--- src/rtl/deskew_pkg.sv ---
package deskew_pkg;
  // Strobes from control to datapath
  typedef struct packed {
    logic flush;   // empty every FIFO and clear ready flags
    logic run;     // released: reads allowed
  } ctrlStrobes_t;

  typedef enum logic [1:0] {
    ST_WAIT_READY = 2'd0,
    ST_ARMED      = 2'd1,
    ST_HOLD       = 2'd2,
    ST_RUN        = 2'd3
  } alignState_t;
endpackage

--- src/rtl/lane_fifo.sv ---
module lane_fifo #(
  parameter int DATA_W = 16,
  parameter int DEPTH  = 16,
  localparam int PTR_W = (DEPTH > 1) ? $clog2(DEPTH) : 1,
  localparam int LVL_W = $clog2(DEPTH + 1)
) (
  input  logic              clk,
  input  logic              rstN,
  input  logic              flush,
  input  logic              wrEn,
  input  logic [DATA_W-1:0] wrData,
  input  logic              rdEn,
  output logic [DATA_W-1:0] rdData,
  output logic              empty,
  output logic              full,
  output logic [LVL_W-1:0]  level
);
  logic [DATA_W-1:0] mem [DEPTH];
  logic [PTR_W-1:0]  wrPtr, rdPtr;
  logic              doWrite, doRead;

  assign empty   = (level == '0);
  assign full    = (level == LVL_W'(DEPTH));
  assign doRead  = rdEn && !empty;
  assign doWrite = wrEn && (!full || doRead);
  assign rdData  = mem[rdPtr];

  function automatic logic [PTR_W-1:0] nextPtr(input logic [PTR_W-1:0] p);
    return (p == PTR_W'(DEPTH - 1)) ? '0 : p + 1'b1;
  endfunction

  always_ff @(posedge clk) begin
    if (doWrite) mem[wrPtr] <= wrData;
  end

  always_ff @(posedge clk) begin
    if (!rstN || flush) begin
      wrPtr <= '0;
      rdPtr <= '0;
      level <= '0;
    end else begin
      if (doWrite) wrPtr <= nextPtr(wrPtr);
      if (doRead)  rdPtr <= nextPtr(rdPtr);
      case ({doWrite, doRead})
        2'b10:   level <= level + 1'b1;
        2'b01:   level <= level - 1'b1;
        default: level <= level;
      endcase
    end
  end

  a_r6_level_bound: assert property (@(posedge clk) disable iff (!rstN)
    level <= LVL_W'(DEPTH));
endmodule

--- src/rtl/deskew_datapath.sv ---
module deskew_datapath
  import deskew_pkg::*;
#(
  parameter int NUM_LANES = 4,
  parameter int DATA_W    = 16,
  parameter int DEPTH     = 16,
  localparam int BUS_W    = NUM_LANES * DATA_W,
  localparam int LVL_W    = $clog2(DEPTH + 1)
) (
  input  logic                 clk,
  input  logic                 rstN,
  input  ctrlStrobes_t         strobes,
  input  logic [BUS_W-1:0]     laneData,
  input  logic [NUM_LANES-1:0] laneValid,
  input  logic [NUM_LANES-1:0] laneSom,
  output logic [NUM_LANES-1:0] laneReady,
  output logic [BUS_W-1:0]     outData,
  output logic                 outValid,
  output logic                 overflowErr
);
  logic [NUM_LANES-1:0] writing, wrEn, emptyV, fullV, overflowV;
  logic [LVL_W-1:0]     levelV [NUM_LANES];
  logic                 rdAll;

  assign rdAll     = strobes.run && !(|emptyV);
  assign outValid  = rdAll;
  assign laneReady = writing;

  for (genvar i = 0; i < NUM_LANES; i++) begin : g_lane
    assign wrEn[i] = laneValid[i] && (writing[i] || laneSom[i]) && !strobes.flush;
    assign overflowV[i] = wrEn[i] && fullV[i] && !rdAll;

    always_ff @(posedge clk) begin
      if (!rstN || strobes.flush) writing[i] <= 1'b0;
      else if (laneValid[i] && laneSom[i]) writing[i] <= 1'b1;
    end

    lane_fifo #(.DATA_W(DATA_W), .DEPTH(DEPTH)) fifo_i (
      .clk    (clk),
      .rstN   (rstN),
      .flush  (strobes.flush),
      .wrEn   (wrEn[i]),
      .wrData (laneData[i*DATA_W +: DATA_W]),
      .rdEn   (rdAll),
      .rdData (outData[i*DATA_W +: DATA_W]),
      .empty  (emptyV[i]),
      .full   (fullV[i]),
      .level  (levelV[i])
    );

    // nothing enters a lane before its start word
    a_r1_no_store_before_start: assert property (@(posedge clk) disable iff (!rstN)
      (levelV[i] == '0 && !writing[i] && !laneSom[i]) |=> levelV[i] == '0);
  end

  always_ff @(posedge clk) begin
    if (!rstN || strobes.flush) overflowErr <= 1'b0;
    else if (!strobes.run && |overflowV) overflowErr <= 1'b1;
  end

  a_r6_err_sticky: assert property (@(posedge clk) disable iff (!rstN)
    (overflowErr && !strobes.flush) |=> overflowErr);

  a_r7_flush_empties: assert property (@(posedge clk) disable iff (!rstN)
    strobes.flush |=> (&emptyV && writing == '0 && !outValid));
endmodule

--- src/rtl/deskew_control.sv ---
module deskew_control
  import deskew_pkg::*;
#(
  parameter int NUM_LANES = 4,
  parameter int OFF_W     = 4
) (
  input  logic                 clk,
  input  logic                 rstN,
  input  logic [NUM_LANES-1:0] laneReady,
  input  logic [NUM_LANES-1:0] laneValid,
  input  logic                 mfTick,
  input  logic [OFF_W-1:0]     relOffset,
  output ctrlStrobes_t         strobes
);
  alignState_t state, stateNext;
  logic [OFF_W-1:0] holdCnt, holdCntNext;
  logic allReady, linkLost;

  assign allReady = &laneReady;
  assign linkLost = (state == ST_RUN) && !(&laneValid);
  assign strobes.flush = linkLost;
  assign strobes.run   = (state == ST_RUN);

  always_comb begin
    stateNext   = state;
    holdCntNext = holdCnt;
    unique case (state)
      ST_WAIT_READY: if (allReady) stateNext = ST_ARMED;
      ST_ARMED: if (mfTick) begin
        if (relOffset == '0) stateNext = ST_RUN;
        else begin
          stateNext   = ST_HOLD;
          holdCntNext = relOffset - 1'b1;
        end
      end
      ST_HOLD: begin
        if (holdCnt == '0) stateNext = ST_RUN;
        else holdCntNext = holdCnt - 1'b1;
      end
      ST_RUN: if (linkLost) stateNext = ST_WAIT_READY;
      default: stateNext = ST_WAIT_READY;
    endcase
  end

  always_ff @(posedge clk) begin
    if (!rstN) begin
      state   <= ST_WAIT_READY;
      holdCnt <= '0;
    end else begin
      state   <= stateNext;
      holdCnt <= holdCntNext;
    end
  end

  a_r3_release_needs_ready: assert property (@(posedge clk) disable iff (!rstN)
    $rose(strobes.run) |-> allReady);

  a_r3_armed_by_ready: assert property (@(posedge clk) disable iff (!rstN)
    (state == ST_WAIT_READY && !allReady) |=> state == ST_WAIT_READY);

  a_r7_loss_leaves_run: assert property (@(posedge clk) disable iff (!rstN)
    (strobes.run && !(&laneValid)) |=> !strobes.run);
endmodule

--- src/rtl/lane_deskew_buffer.sv ---
module lane_deskew_buffer
  import deskew_pkg::*;
#(
  parameter int NUM_LANES = 4,
  parameter int DATA_W    = 16,
  parameter int DEPTH     = 16,
  parameter int OFF_W     = 4,
  localparam int BUS_W    = NUM_LANES * DATA_W
) (
  input  logic                 clk,
  input  logic                 rstN,
  input  logic [BUS_W-1:0]     laneData,
  input  logic [NUM_LANES-1:0] laneValid,
  input  logic [NUM_LANES-1:0] laneSom,
  input  logic                 mfTick,
  input  logic [OFF_W-1:0]     relOffset,
  output logic [BUS_W-1:0]     outData,
  output logic                 outValid,
  output logic                 overflowErr
);
  ctrlStrobes_t         strobes;
  logic [NUM_LANES-1:0] laneReady;

  deskew_control #(.NUM_LANES(NUM_LANES), .OFF_W(OFF_W)) ctrl_i (
    .clk       (clk),
    .rstN      (rstN),
    .laneReady (laneReady),
    .laneValid (laneValid),
    .mfTick    (mfTick),
    .relOffset (relOffset),
    .strobes   (strobes)
  );

  deskew_datapath #(.NUM_LANES(NUM_LANES), .DATA_W(DATA_W), .DEPTH(DEPTH)) dp_i (
    .clk         (clk),
    .rstN        (rstN),
    .strobes     (strobes),
    .laneData    (laneData),
    .laneValid   (laneValid),
    .laneSom     (laneSom),
    .laneReady   (laneReady),
    .outData     (outData),
    .outValid    (outValid),
    .overflowErr (overflowErr)
  );

  a_r4_silent_before_release: assert property (@(posedge clk) disable iff (!rstN)
    !strobes.run |-> !outValid);
endmodule

--- config.mk ---
export PLATFORM = sky130hd
export DESIGN_NAME = lane_deskew_buffer
export DESIGN_NICKNAME = d
export VERILOG_FILES = /design/src/rtl/deskew_pkg.sv /design/src/rtl/lane_fifo.sv /design/src/rtl/deskew_datapath.sv /design/src/rtl/deskew_control.sv /design/src/rtl/lane_deskew_buffer.sv
export SDC_FILE = /design/constraint.sdc
export NUM_CORES = 1
export LEC_CHECK = 0
export BUFFER_PORTS_ARGS = -buffer_cell sky130_fd_sc_hd__buf_4
export CAP_MARGIN = 20
export CORE_ASPECT_RATIO = 1.4
export CORE_MARGIN = 3
export CORE_UTILIZATION = 48
export CTS_CLUSTER_SIZE = 14
export DETAILED_ROUTE_END_ITERATION = 10
export MAX_ROUTING_LAYER = met4
export PLACE_DENSITY = 0.67
export SKIP_LAST_GASP = 1
export SYNTH_ARGS = -nofsm -noshare
export SYNTH_HDL_FRONTEND = slang
export SYNTH_HIERARCHICAL = 1
export SYNTH_SLANG_ARGS = --single-unit
--- constraint.sdc ---
create_clock -name clk -period 4.3 [get_ports clk]
set_clock_uncertainty 0.15 [all_clocks]
set_input_delay 0.86 -clock clk [delete_from_list [all_inputs] [get_ports clk]]
set_output_delay 0.86 -clock clk [all_outputs]
set_load 0.01 [all_outputs]
* Yosys cells after proc, flatten, opt, wreduce, memory -nomap -nowiden
Memory sizes are Yosys's and may differ from the RTL's. A register that Yosys moved wholly into a read port is not among the register bits. Index checks and enable logic that the tools add are counted.
Storage, ports and cells: RAM bits 1024, output and inout bits 66, bits in registers 63, memories kept 4, input port bits 79, word-level logic and storage cells 180
Memory list:
- dp_i.g_lane[0].fifo_i.mem | depth 16, width 16, read ports 1, clocked after memory_dff 1, wr ports 1, RTL line lane_fifo.sv:18 | logic [DATA_W-1:0] mem [DEPTH];
- dp_i.g_lane[1].fifo_i.mem | depth 16, width 16, read ports 1, clocked after memory_dff 1, wr ports 1, RTL line lane_fifo.sv:18
- dp_i.g_lane[2].fifo_i.mem | depth 16, width 16, read ports 1, clocked after memory_dff 1, wr ports 1, RTL line lane_fifo.sv:18
- dp_i.g_lane[3].fifo_i.mem | depth 16, width 16, read ports 1, clocked after memory_dff 1, wr ports 1, RTL line lane_fifo.sv:18
Operators by class: eq/ne operators 29, reductions and logical operators 72, muxes and demuxes 38, add/sub/neg operators 18
Operators with widths (number):
- 4-bit 2-to-1 mux | 19
- 5-bit case mux with 2 select lines | 4
- 4-bit by 1-bit adder with 4-bit output, second input constant | 8
- 4-bit == test, second input constant | 8
- 1-bit logical AND | 31
- 5-bit by 1-bit adder with 5-bit output, second input constant | 4
- 5-bit == test, second input constant | 4
- 5-bit zero test | 4
- 5-bit by 1-bit subtractor with 5-bit output, second input constant | 4
- 4-bit AND reduction | 4
- 1-bit zero test | 14
- 2-bit == test, second input constant | 6
- 2-bit by 1-bit == test with 1-bit output, second input constant | 5
- 2-bit nonzero test | 5
- 1-bit logical OR | 9
- 1-bit 2-to-1 mux | 9
- 4-bit zero test | 2
- 2-bit 2-to-1 mux | 4
- 2-bit != test, second input constant | 4
- 2-bit case mux with 4 select lines | 1
- 4-bit case mux with 2 select lines | 1
- 4-bit OR reduction | 2
- 4-bit by 1-bit subtractor with 4-bit output, second input constant | 2
- 2-bit by 1-bit != test with 1-bit output, second input constant | 2
- 2-bit zero test | 1

* Longest topological paths before layout
Gate-level depths: netlist (run 1).
word-level depth 9, mapped depth 14

* Cells and area by module
Netlist (run 1), hierarchy kept.
By module, submodules not included:
- lane_fifo at dp_i.g_lane[0].fifo_i ... | seq. area each 8027.7 um2, times used 3, cells each 515, area each 10641.5 um2
- lane_fifo at dp_i.g_lane[3].fifo_i | seq. area each 8027.7 um2, times used 1, cells each 532, area each 10652.7 um2
- deskew_control | seq. area each 120.1 um2, times used 1, cells each 61, area each 504.2 um2
- deskew_datapath | seq. area each 100.1 um2, times used 1, cells each 28, area each 250.2 um2

* Worst setup path after synthesis (run 1)
Ideal clock, no wire load.
path type reg2reg, start register dp_i.g_lane[1].fifo_i.level[0], end memory dp_i.g_lane[0].fifo_i.mem[1][0] (enable), clock period less this slack 4411 ps, path slack -111 ps, path buffers 1, stages on the path, launching flop included 9, setup time 436 ps, arrival 3825 ps, cells stage by stage dfxtp_1 > or4_1 > buf_4 > nor2_1 > nor4_1 > and2_1 > nand2b_1 > o21ai_4 > nor4b_1
On the way: cells in the longest elaborated chain, start to end 9
RTL lines:
- start: declaration | RTL line lane_fifo.sv:16 | output logic [LVL_W-1:0] level
- start signal: assignment | RTL line lane_fifo.sv:45 | 2'b10: level <= level + 1'b1;
- start signal: assignment | RTL line lane_fifo.sv:46 | 2'b01: level <= level - 1'b1;
- start signal: assignment | RTL line lane_fifo.sv:47 | default: level <= level;
- 5-bit zero test | RTL line lane_fifo.sv:22 | assign empty = (level == '0);
- named net dp_i.emptyV[1] | RTL line deskew_datapath.sv:21 | logic [NUM_LANES-1:0] writing, wrEn, emptyV, fullV, overflowV;
- 4-bit OR reduction | RTL line deskew_datapath.sv:25 | assign rdAll = strobes.run && !(|emptyV);
- 1-bit zero test | RTL line deskew_datapath.sv:25
- 1-bit logical AND | RTL line deskew_datapath.sv:25
- named net outValid | RTL line lane_deskew_buffer.sv:18 | output logic outValid,
- 1-bit logical AND | RTL line lane_fifo.sv:24 | assign doRead = rdEn && !empty;
- 1-bit logical OR | RTL line lane_fifo.sv:25 | assign doWrite = wrEn && (!full || doRead);
- 1-bit logical AND | RTL line lane_fifo.sv:25
- 1-bit 2-to-1 mux | RTL line lane_fifo.sv:33 | if (doWrite) mem[wrPtr] <= wrData;
- 1-bit 2-to-1 mux (implied by the code) | RTL line lane_fifo.sv:33
- end: declaration | RTL line lane_fifo.sv:18
The timed path passes the listed nets, and every way through them passes these cells.

* Worst setup path in the final report (run 1)
start register dp_i.g_lane[3].fifo_i.level[3], end register dp_i.g_lane[2].fifo_i.level[4]
On the way: cells in the longest elaborated chain, start to end 9, elaborated cells between the ends (all ways) 11, those cells by class 2 x eq/ne; 1 x mux; 8 x reduce/logical
RTL lines:
- start: declaration | RTL line lane_fifo.sv:16
- start signal: assignment | RTL line lane_fifo.sv:45
- start signal: assignment | RTL line lane_fifo.sv:46
- start signal: assignment | RTL line lane_fifo.sv:47
- 5-bit zero test * | RTL line lane_fifo.sv:22
- named net dp_i.emptyV[3] | RTL line deskew_datapath.sv:21
- 4-bit OR reduction * | RTL line deskew_datapath.sv:25
- 1-bit zero test * | RTL line deskew_datapath.sv:25
- 1-bit logical AND * | RTL line deskew_datapath.sv:25
- 1-bit logical AND * | RTL line lane_fifo.sv:24
- 1-bit logical OR | RTL line lane_fifo.sv:25
- 1-bit logical AND | RTL line lane_fifo.sv:25
- 2-bit by 1-bit == test with 1-bit output / 2-bit == test (equally long branches) | RTL line lane_fifo.sv:44 | case ({doWrite, doRead})
- 5-bit case mux with 2 select lines / 2-bit nonzero test (equally long branches)
- end signal: assignment | RTL line lane_fifo.sv:45
- end signal: assignment | RTL line lane_fifo.sv:46
- end signal: assignment | RTL line lane_fifo.sv:47
- end: declaration | RTL line lane_fifo.sv:16
The timed path passes the listed nets; every way through them passes the cells marked *. A chain may end at the register's enable or synchronous reset.

==> results of run 1 <==
-- routing by layer --
metal | vias to the layer above | track usage, %
met1 | 11400 | 25.4
met4 | 0 | 5.55
li1 | 9448 | -
met5 | - | -
met2 | 717 | 34.9
met3 | 139 | 3.51
-- cell type report --
class	count	share of cell area, %
Sequential cell	1103	65.1
Antenna cell	3	0.0151
Clock buffer	132	5.54
Timing Repair Buffer	234	4.01
Multi-Input combinational cell	930	21.3
Inverter	25	0.189
Clock inverter	51	0.902
Tap cell	1179	2.97
-- cell families (layout without fill, tap and decap cells) --
| family | count (synthesis) | after routing | synth area share (%) |
|---|---|---|---|
| buf+inv | 133 | 442 | 1.29 |
| simple gates | 329 | 329 | 4.00 |
| other cells | 0 | 3 | 0 |
| fa+ha+maj | 42 | 42 | 1.28 |
| xor+xnor | 11 | 11 | 0.222 |
| flops | 1103 | 1103 | 74.6 |
| mux | 273 | 273 | 13.7 |
| compound gates | 275 | 275 | 4.89 |
-- synthesized netlist by cell type, types with 4 or more instances --
library cell	count
nand4_1	15
a21o_1	12
o211ai_1	8
nor3_1	12
fa_1	4
and2_1	30
nand3_1	16
a211oi_1	6
buf_4	4
o21ai_0	10
or4_1	7
o21ai_4	5
nor4b_1	12
nor2_1	65
a21boi_0	6
o31ai_1	8
a31oi_1	6
and3_1	13
mux2i_1	14
xnor2_1	4
buf_1	6
dfxtp_1	79
ha_1	38
nor4_1	4
nand3b_1	4
o2111ai_1	5
o21ai_2	7
nor2b_1	27
inv_1	24
edfxtp_1	1024
a311o_1	7
a21oi_1	34
mux4_2	256
nand2_1	94
buf_2	30
o21ai_1	4
xor2_1	7
a22oi_1	128
nand2b_1	14
o211a_1	4
clkbuf_1	67
a211o_1	5
-- path summary, 6_finish.rpt --
kind         slack, ps                        endpoint                           start  cells after the start
min reg2reg        360               ctrl_i/holdCnt[0]               ctrl_i/holdCnt[0]                      2
max reg2reg        470  dp_i/g_lane[2].fifo_i/level[4]  dp_i/g_lane[3].fifo_i/level[3]                     12
max                470  dp_i/g_lane[2].fifo_i/level[4]  dp_i/g_lane[3].fifo_i/level[3]                     12
min                310               dp_i/laneReady[2]                      laneSom[2]                      3
-- registers in the layout, indices dropped and copies added, names as in the netlist, named ones only --
signal	cells
ctrl_i/holdCnt	4
dp_i/g_lane.fifo_i/level	20
dp_i/g_lane.fifo_i/mem	1024
dp_i/g_lane.fifo_i/rdPtr	16
ctrl_i/state	2
dp_i/g_lane.fifo_i/wrPtr	16
dp_i/overflowErr	1
dp_i/laneReady	4
-- report_power, final --
part	internal [µW]	switching (µW)
sequential	11800	51.0
clock	4920	3750
combinational	267	456
-- worst register-to-register path, cell delays in order (launching register included) --
cell,delay (ps)
dfxtp_1,340
or4_4,660
nor2_1,140
nor4_1,60
and2_1,370
nor2b_1,260
o21ai_2,130
inv_1,190
fa_1,470
a21o_1,220
a2111oi_0,450
o21ai_0,130
a31oi_1,190
-- stage by stage --
stage               hold WS, ps  util (%)  std cells
finish                      315      55.9       3657
CTS                         261      55.8       3648
global route                295      55.9       3656
floorplan                   309         -       2166
detailed placement          341      52.2       3465
global placement            329      52.2       3465
==> results.py, run 1 <==
metrics = {
    "placed_design": {
        "placed_area_um2": 46400,
        "gp_congestion": 0.779,
        "port_buffers": 144,
        "pre_cts_ws_ps": 353,
        "dp_hpwl_mm": 54.4,
    },
    "worst_setup_path": {
        "max_stage_delay_ps": 660,
        "slowest_stage": "or4_4",
        "start_kind": "flip-flop",
        "arrival_ps": 4250,
        "path_class": "flip-flop to flip-flop",
        "path_cells": "or4_4 -> nor2_1 -> nor4_1 -> and2_1 -> nor2b_1 -> o21ai_2 -> inv_1 -> fa_1 -> a21o_1 -> a2111oi_0 -> o21ai_0 -> a31oi_1",
        "setup.worst_path.end_class": "flip-flop",
        "critPathRequiredTime_ps": 4710,
        "crit_family": "simple AND/OR/NAND/NOR gates",
        "cp.buffers_inverters": 1,
        "cp_max_fo": 15,
    },
    "final_layout": {
        "area_growth_pct": 14.7,
        "final_area_um2": 49700,
        "ff_latch_area_um2": 32400,
        "finalNetCount": 2517,
        "fill_cells": 6592,
        "multi_input_area_um2": 10600,
        "drive_gt1_share_pct": 28.2,
        "final_cell_mix": "edfxtp_1, mux4_2, buf_4, a22oi_1, clkbuf_16",
        "final_common_cell": "edfxtp_1",
    },
    "power": {
        "finalPower_uw": 21300,
        "leakage_uw": 0.0159,
        "peakVddDrop_uv": 380,
        "p_per_area_nw_per_um2": 428,
    },
    "floorplan": {
        "die_w_um": 260,
        "start_util_pct": 48.7,
        "coreArea_um2": 88900,
        "fp.dieArea_um2": 94000,
        "dieHeight_um": 362,
        "io-pin-count": 145,
        "rows": 129,
    },
    "clocking": {
        "cts_tree": "built",
        "cts_setup_buffers": 0,
        "clock-sinks": 1103,
        "htreeDepth": 3,
        "cts_buffers": 102,
        "clockBufferDepth": 3,
        "cts_root_buf": "clkbuf_16",
        "cts_hold_buf": 0,
        "cts_resized": 0,
        "clkSlewWorstSetupHoldPaths_ps": 60,
        "clock_latency_ps": 650,
    },
    "synthesis": {
        "synth_top_cell_by_area": "edfxtp_1",
        "synth_edf_count": 1024,
        "netlist_instances": 2166,
        "ys_seq_elements": 1103,
        "ys_async_sr_fraction_pct": 0,
        "post_synth_num_cell_types": 69,
        "synth_warnings": 6,
        "syn_nets": 2287,
        "synth_top_flop_cell": "edfxtp_1",
        "netlist.area_leader.share_pct": 71.0,
        "syn_area_um2": 43300,
        "postSynthAreaPerCell_um2": 20.0,
        "ys_seq_area_share_pct": 74.6,
        "synth_area_leaders": "edfxtp_1, mux4_2, dfxtp_1, a22oi_1, ha_1",
    },
    "grt": {
        "grt_pass1_vias": 23100,
        "antenna_found_initial": 3,
        "overflow": 0,
        "grt_max_degree": 65,
        "grt_use_total_pct": 20.5,
        "grt_pass1_wl_mm": 141,
    },
    "timing": {
        "final_hold_viol_count": 0,
        "rsz0062_at_grt": "no",
        "period_minus_slack_ps": 3830,
        "max_slew.worst_pin.slew_ps": 1090,
        "max_slew_margin_pct": 27.0,
        "max_freq_ghz": 0.261,
        "timing.final.crit_share_pct": 89.2,
        "finalMaxSlewViolations": 0,
        "setup_ws_ps": 466,
        "report.final.setup_viol": 0,
        "finalSetupTns_ps": 0,
    },
    "routing": {
        "top_layer": "met4",
        "wl_per_cell_um": 25.2,
        "wirelength_met1_mm": 35.7,
        "post-route-drc-count": 0,
        "vias_per_cell": 5.94,
        "dr_total_vias": 21700,
        "wl_met3_mm": 5.60,
        "dr.pass1.iters": 5,
        "drtAntennaViolNets": 0,
        "first_iter_violations": 1717,
        "wl_met2_mm": 48.7,
        "wl_mm": 92.0,
    },
    "hold_path": {
        "hold_path_class": "primary input to flip-flop",
    },
    "outcome": {
        "status": "completed",
    },
    "flow_run": {
        "drv_cap": 0,
    },
}
Note: power is estimated with default switching activity, not from simulation.
==> run 2: changes to the inputs <==
Settings changed: SYNTH_HIERARCHICAL 1 to default.
==> run 2 against run 1 <==
Total power shrank 0.96%. Worst hold slack lost 33 ps. Final cell count is 4.9% lower. Sequential share of layout area rose by 0.80 points. Design area decreased by 1.2%. Critical endpoint is now outData[2]. Largest power group unchanged.
==> results.py, run 2 <==
metrics = {
    "synthesis": {
        "ys_seq_elements": 1103,
        "synth_top_cell_by_area": "edfxtp_1",
        "synth_edf_count": 1024,
        "ys_top_cells_by_count": "edfxtp_1, mux4_2, dfxtp_1",
        "syn_area_um2": 42900,
        "synth_warnings": 0,
        "synth.most_common_cell": "edfxtp_1",
        "synth_top_flop_cell": "edfxtp_1",
        "postSynthAreaPerCell_um2": 21.8,
        "synth_area_leaders": "edfxtp_1, mux4_2, dfxtp_1, ha_1, nor2_1",
        "netlist_instances": 1967,
        "netlist.area_leader.share_pct": 71.8,
        "post_synth_num_cell_types": 67,
        "ys_async_sr_fraction_pct": 0,
        "ys_seq_area_share_pct": 75.4,
        "syn_nets": 2085,
    },
    "floorplan": {
        "io-pin-count": 145,
        "start_util_pct": 48.4,
        "fp.dieArea_um2": 92900,
        "rows": 129,
        "coreArea_um2": 88400,
        "die_w_um": 259,
        "dieHeight_um": 360,
    },
    "power": {
        "leakage_uw": 0.0155,
        "swShare_pct": 19.7,
        "peakVddDrop_uv": 360,
        "internal_power_uw": 16900,
        "seq_power_share_pct": 56.4,
        "p_sw_uw": 4150,
        "comb_power_share_pct": 3.2,
        "finalPower_uw": 21100,
        "p_clk_share_pct": 40.4,
        "p_per_area_nw_per_um2": 429,
    },
    "clocking": {
        "cts_setup_buffers": 0,
        "cts_resized": 0,
        "cts_root_buf": "clkbuf_16",
        "cts_hold_buf": 0,
        "htreeDepth": 3,
        "clockBufferDepth": 3,
        "cts_buffers": 100,
        "clkSlewWorstSetupHoldPaths_ps": 60,
        "clock_latency_ps": 660,
        "clock-sinks": 1103,
        "cts_tree": "built",
    },
    "placed_design": {
        "port_buffers": 144,
        "dp_hpwl_mm": 52.1,
        "gp_congestion": 0.790,
        "placed_area_um2": 45900,
    },
    "final_layout": {
        "biggestRegsByFlops": "dp_i.g_lane.fifo_i.mem: 1024 flops, dp_i.g_lane.fifo_i.level: 20 flops",
        "area_growth_pct": 14.5,
        "ff_latch_area_um2": 32400,
        "multi_input_area_um2": 10100,
        "final_area_um2": 49100,
        "largest_register_ffs": 1024,
        "drive_gt1_share_pct": 32.3,
        "finalNetCount": 2337,
        "final_cell_mix": "edfxtp_1, mux4_2, buf_4, clkbuf_16, dfxtp_1",
        "top_register": "dp_i.g_lane.fifo_i.mem",
        "fill_cells": 6621,
        "final_common_cell": "edfxtp_1",
    },
    "routing": {
        "dr.pass1.iters": 7,
        "dr_total_vias": 20200,
        "first_iter_violations": 1778,
        "wl_per_cell_um": 25.2,
        "drtAntennaViolNets": 0,
        "wl_mm": 87.4,
        "vias_per_cell": 5.81,
        "post-route-drc-count": 0,
    },
    "hold_path": {
        "holdCritStartpoint": "laneSom[0]",
        "hold_path_class": "primary input to flip-flop",
    },
    "flow_run": {
        "drv_cap": 0,
    },
    "timing": {
        "period_minus_slack_ps": 3950,
        "timing.final.crit_share_pct": 91.8,
        "finalMaxSlewViolations": 0,
        "max_slew_margin_pct": 24.5,
        "max_slew.worst_pin.slew_ps": 1130,
        "max_freq_ghz": 0.253,
        "finalSetupTns_ps": 0,
        "report.final.setup_viol": 0,
        "final_hold_viol_count": 0,
        "rsz0062_at_grt": "no",
    },
    "worst_setup_path": {
        "critPathRequiredTime_ps": 3290,
        "path_class": "flip-flop to output pin",
        "arrival_ps": 2940,
        "start_kind": "flip-flop",
        "reg2reg_from": "ctrl_i.state[1]",
        "cp_max_fo": 21,
        "setup.worst_path.end_class": "output pin",
    },
    "grt": {
        "antenna_found_initial": 6,
        "grt_use_total_pct": 19.8,
        "overflow": 0,
        "grt_max_degree": 65,
        "grt_pass1_vias": 21300,
        "grt_pass1_wl_mm": 134,
    },
    "outcome": {
        "status": "completed",
    },
}
## run 2: cell count changes in the layout (fill, tap and decap cells not counted), moves of 10 or more
cell	change
and2_1	-14
buf_4	+20
nand4_1	-12
mux4_2	+64
o21ai_0	+11
nor4b_2	-12
nor2b_1	-19
nand2_1	-42
a22oi_1	-127
nor2_1	+10
## run 2: metrics by stage
stage,hold WS (ps),utilization (%),worst slack [ps],cells
floorplan,294,-,625,1967
global placement,303,51.9,576,3295
detailed placement,322,51.9,505,3295
CTS,229,55.4,218,3469
global route,269,55.5,172,3476
finish,281,55.5,354,3476
## run 2: power groups by stage
stage,logic (µW),clock network (µW),registers (µW)
3_5_place_dp,690,0,12100
4_1_cts,692,8730,11900
6_report,683,8500,11900
3_3_place_gp,655,0,12100
5_1_grt,751,9160,11900
2_1_floorplan,315,0,12100
## run 2: critical path, stage by stage, from the launching register on
cell and delay, ps:
dfxtp_4 640, buf_4 370, mux4_2 560, mux4_2 520, buf_4 160
## run 2: cell families after synthesis
family	Yosys count	synth area share (%)
simple gates	232	2.72
xor+xnor	21	0.429
compound gates	114	1.77
flops	1103	75.4
buf+inv	119	1.17
fa+ha+maj	39	1.19
mux	339	17.3
## run 2: path summary, 6_finish.rpt
| check | end | slack (ps) | cells after the start |
|---|---|---|---|
| max | outData[2] | 350 | 4 |
| min | dp_i.laneReady[0] | 280 | 3 |
| max reg2reg | dp_i.g_lane[0].fifo_i.level[4] | 940 | 10 |
| min reg2reg | ctrl_i.holdCnt[3] | 330 | 2 |
## run 2: routing by layer
| metal | GRT usage [%] | routed length (µm) | vias to the layer above |
|---|---|---|---|
| li1 | - | - | 8718 |
| met1 | 25.6 | 34300 | 10700 |
| met2 | 32.9 | 46300 | 616 |
| met3 | 2.55 | 4730 | 135 |
| met4 | 6.48 | 2040 | 0 |
| met5 | - | 0 | - |
## run 2: area by class of cell
cell class | count | share of cell area, %
Timing Repair Buffer | 243 | 3.97
Tap cell | 1179 | 3.01
Sequential cell | 1103 | 65.9
Clock buffer | 125 | 5.46
Clock inverter | 49 | 0.859
Multi-Input combinational cell | 745 | 20.5
Antenna cell | 6 | 0.0306
Inverter | 26 | 0.204
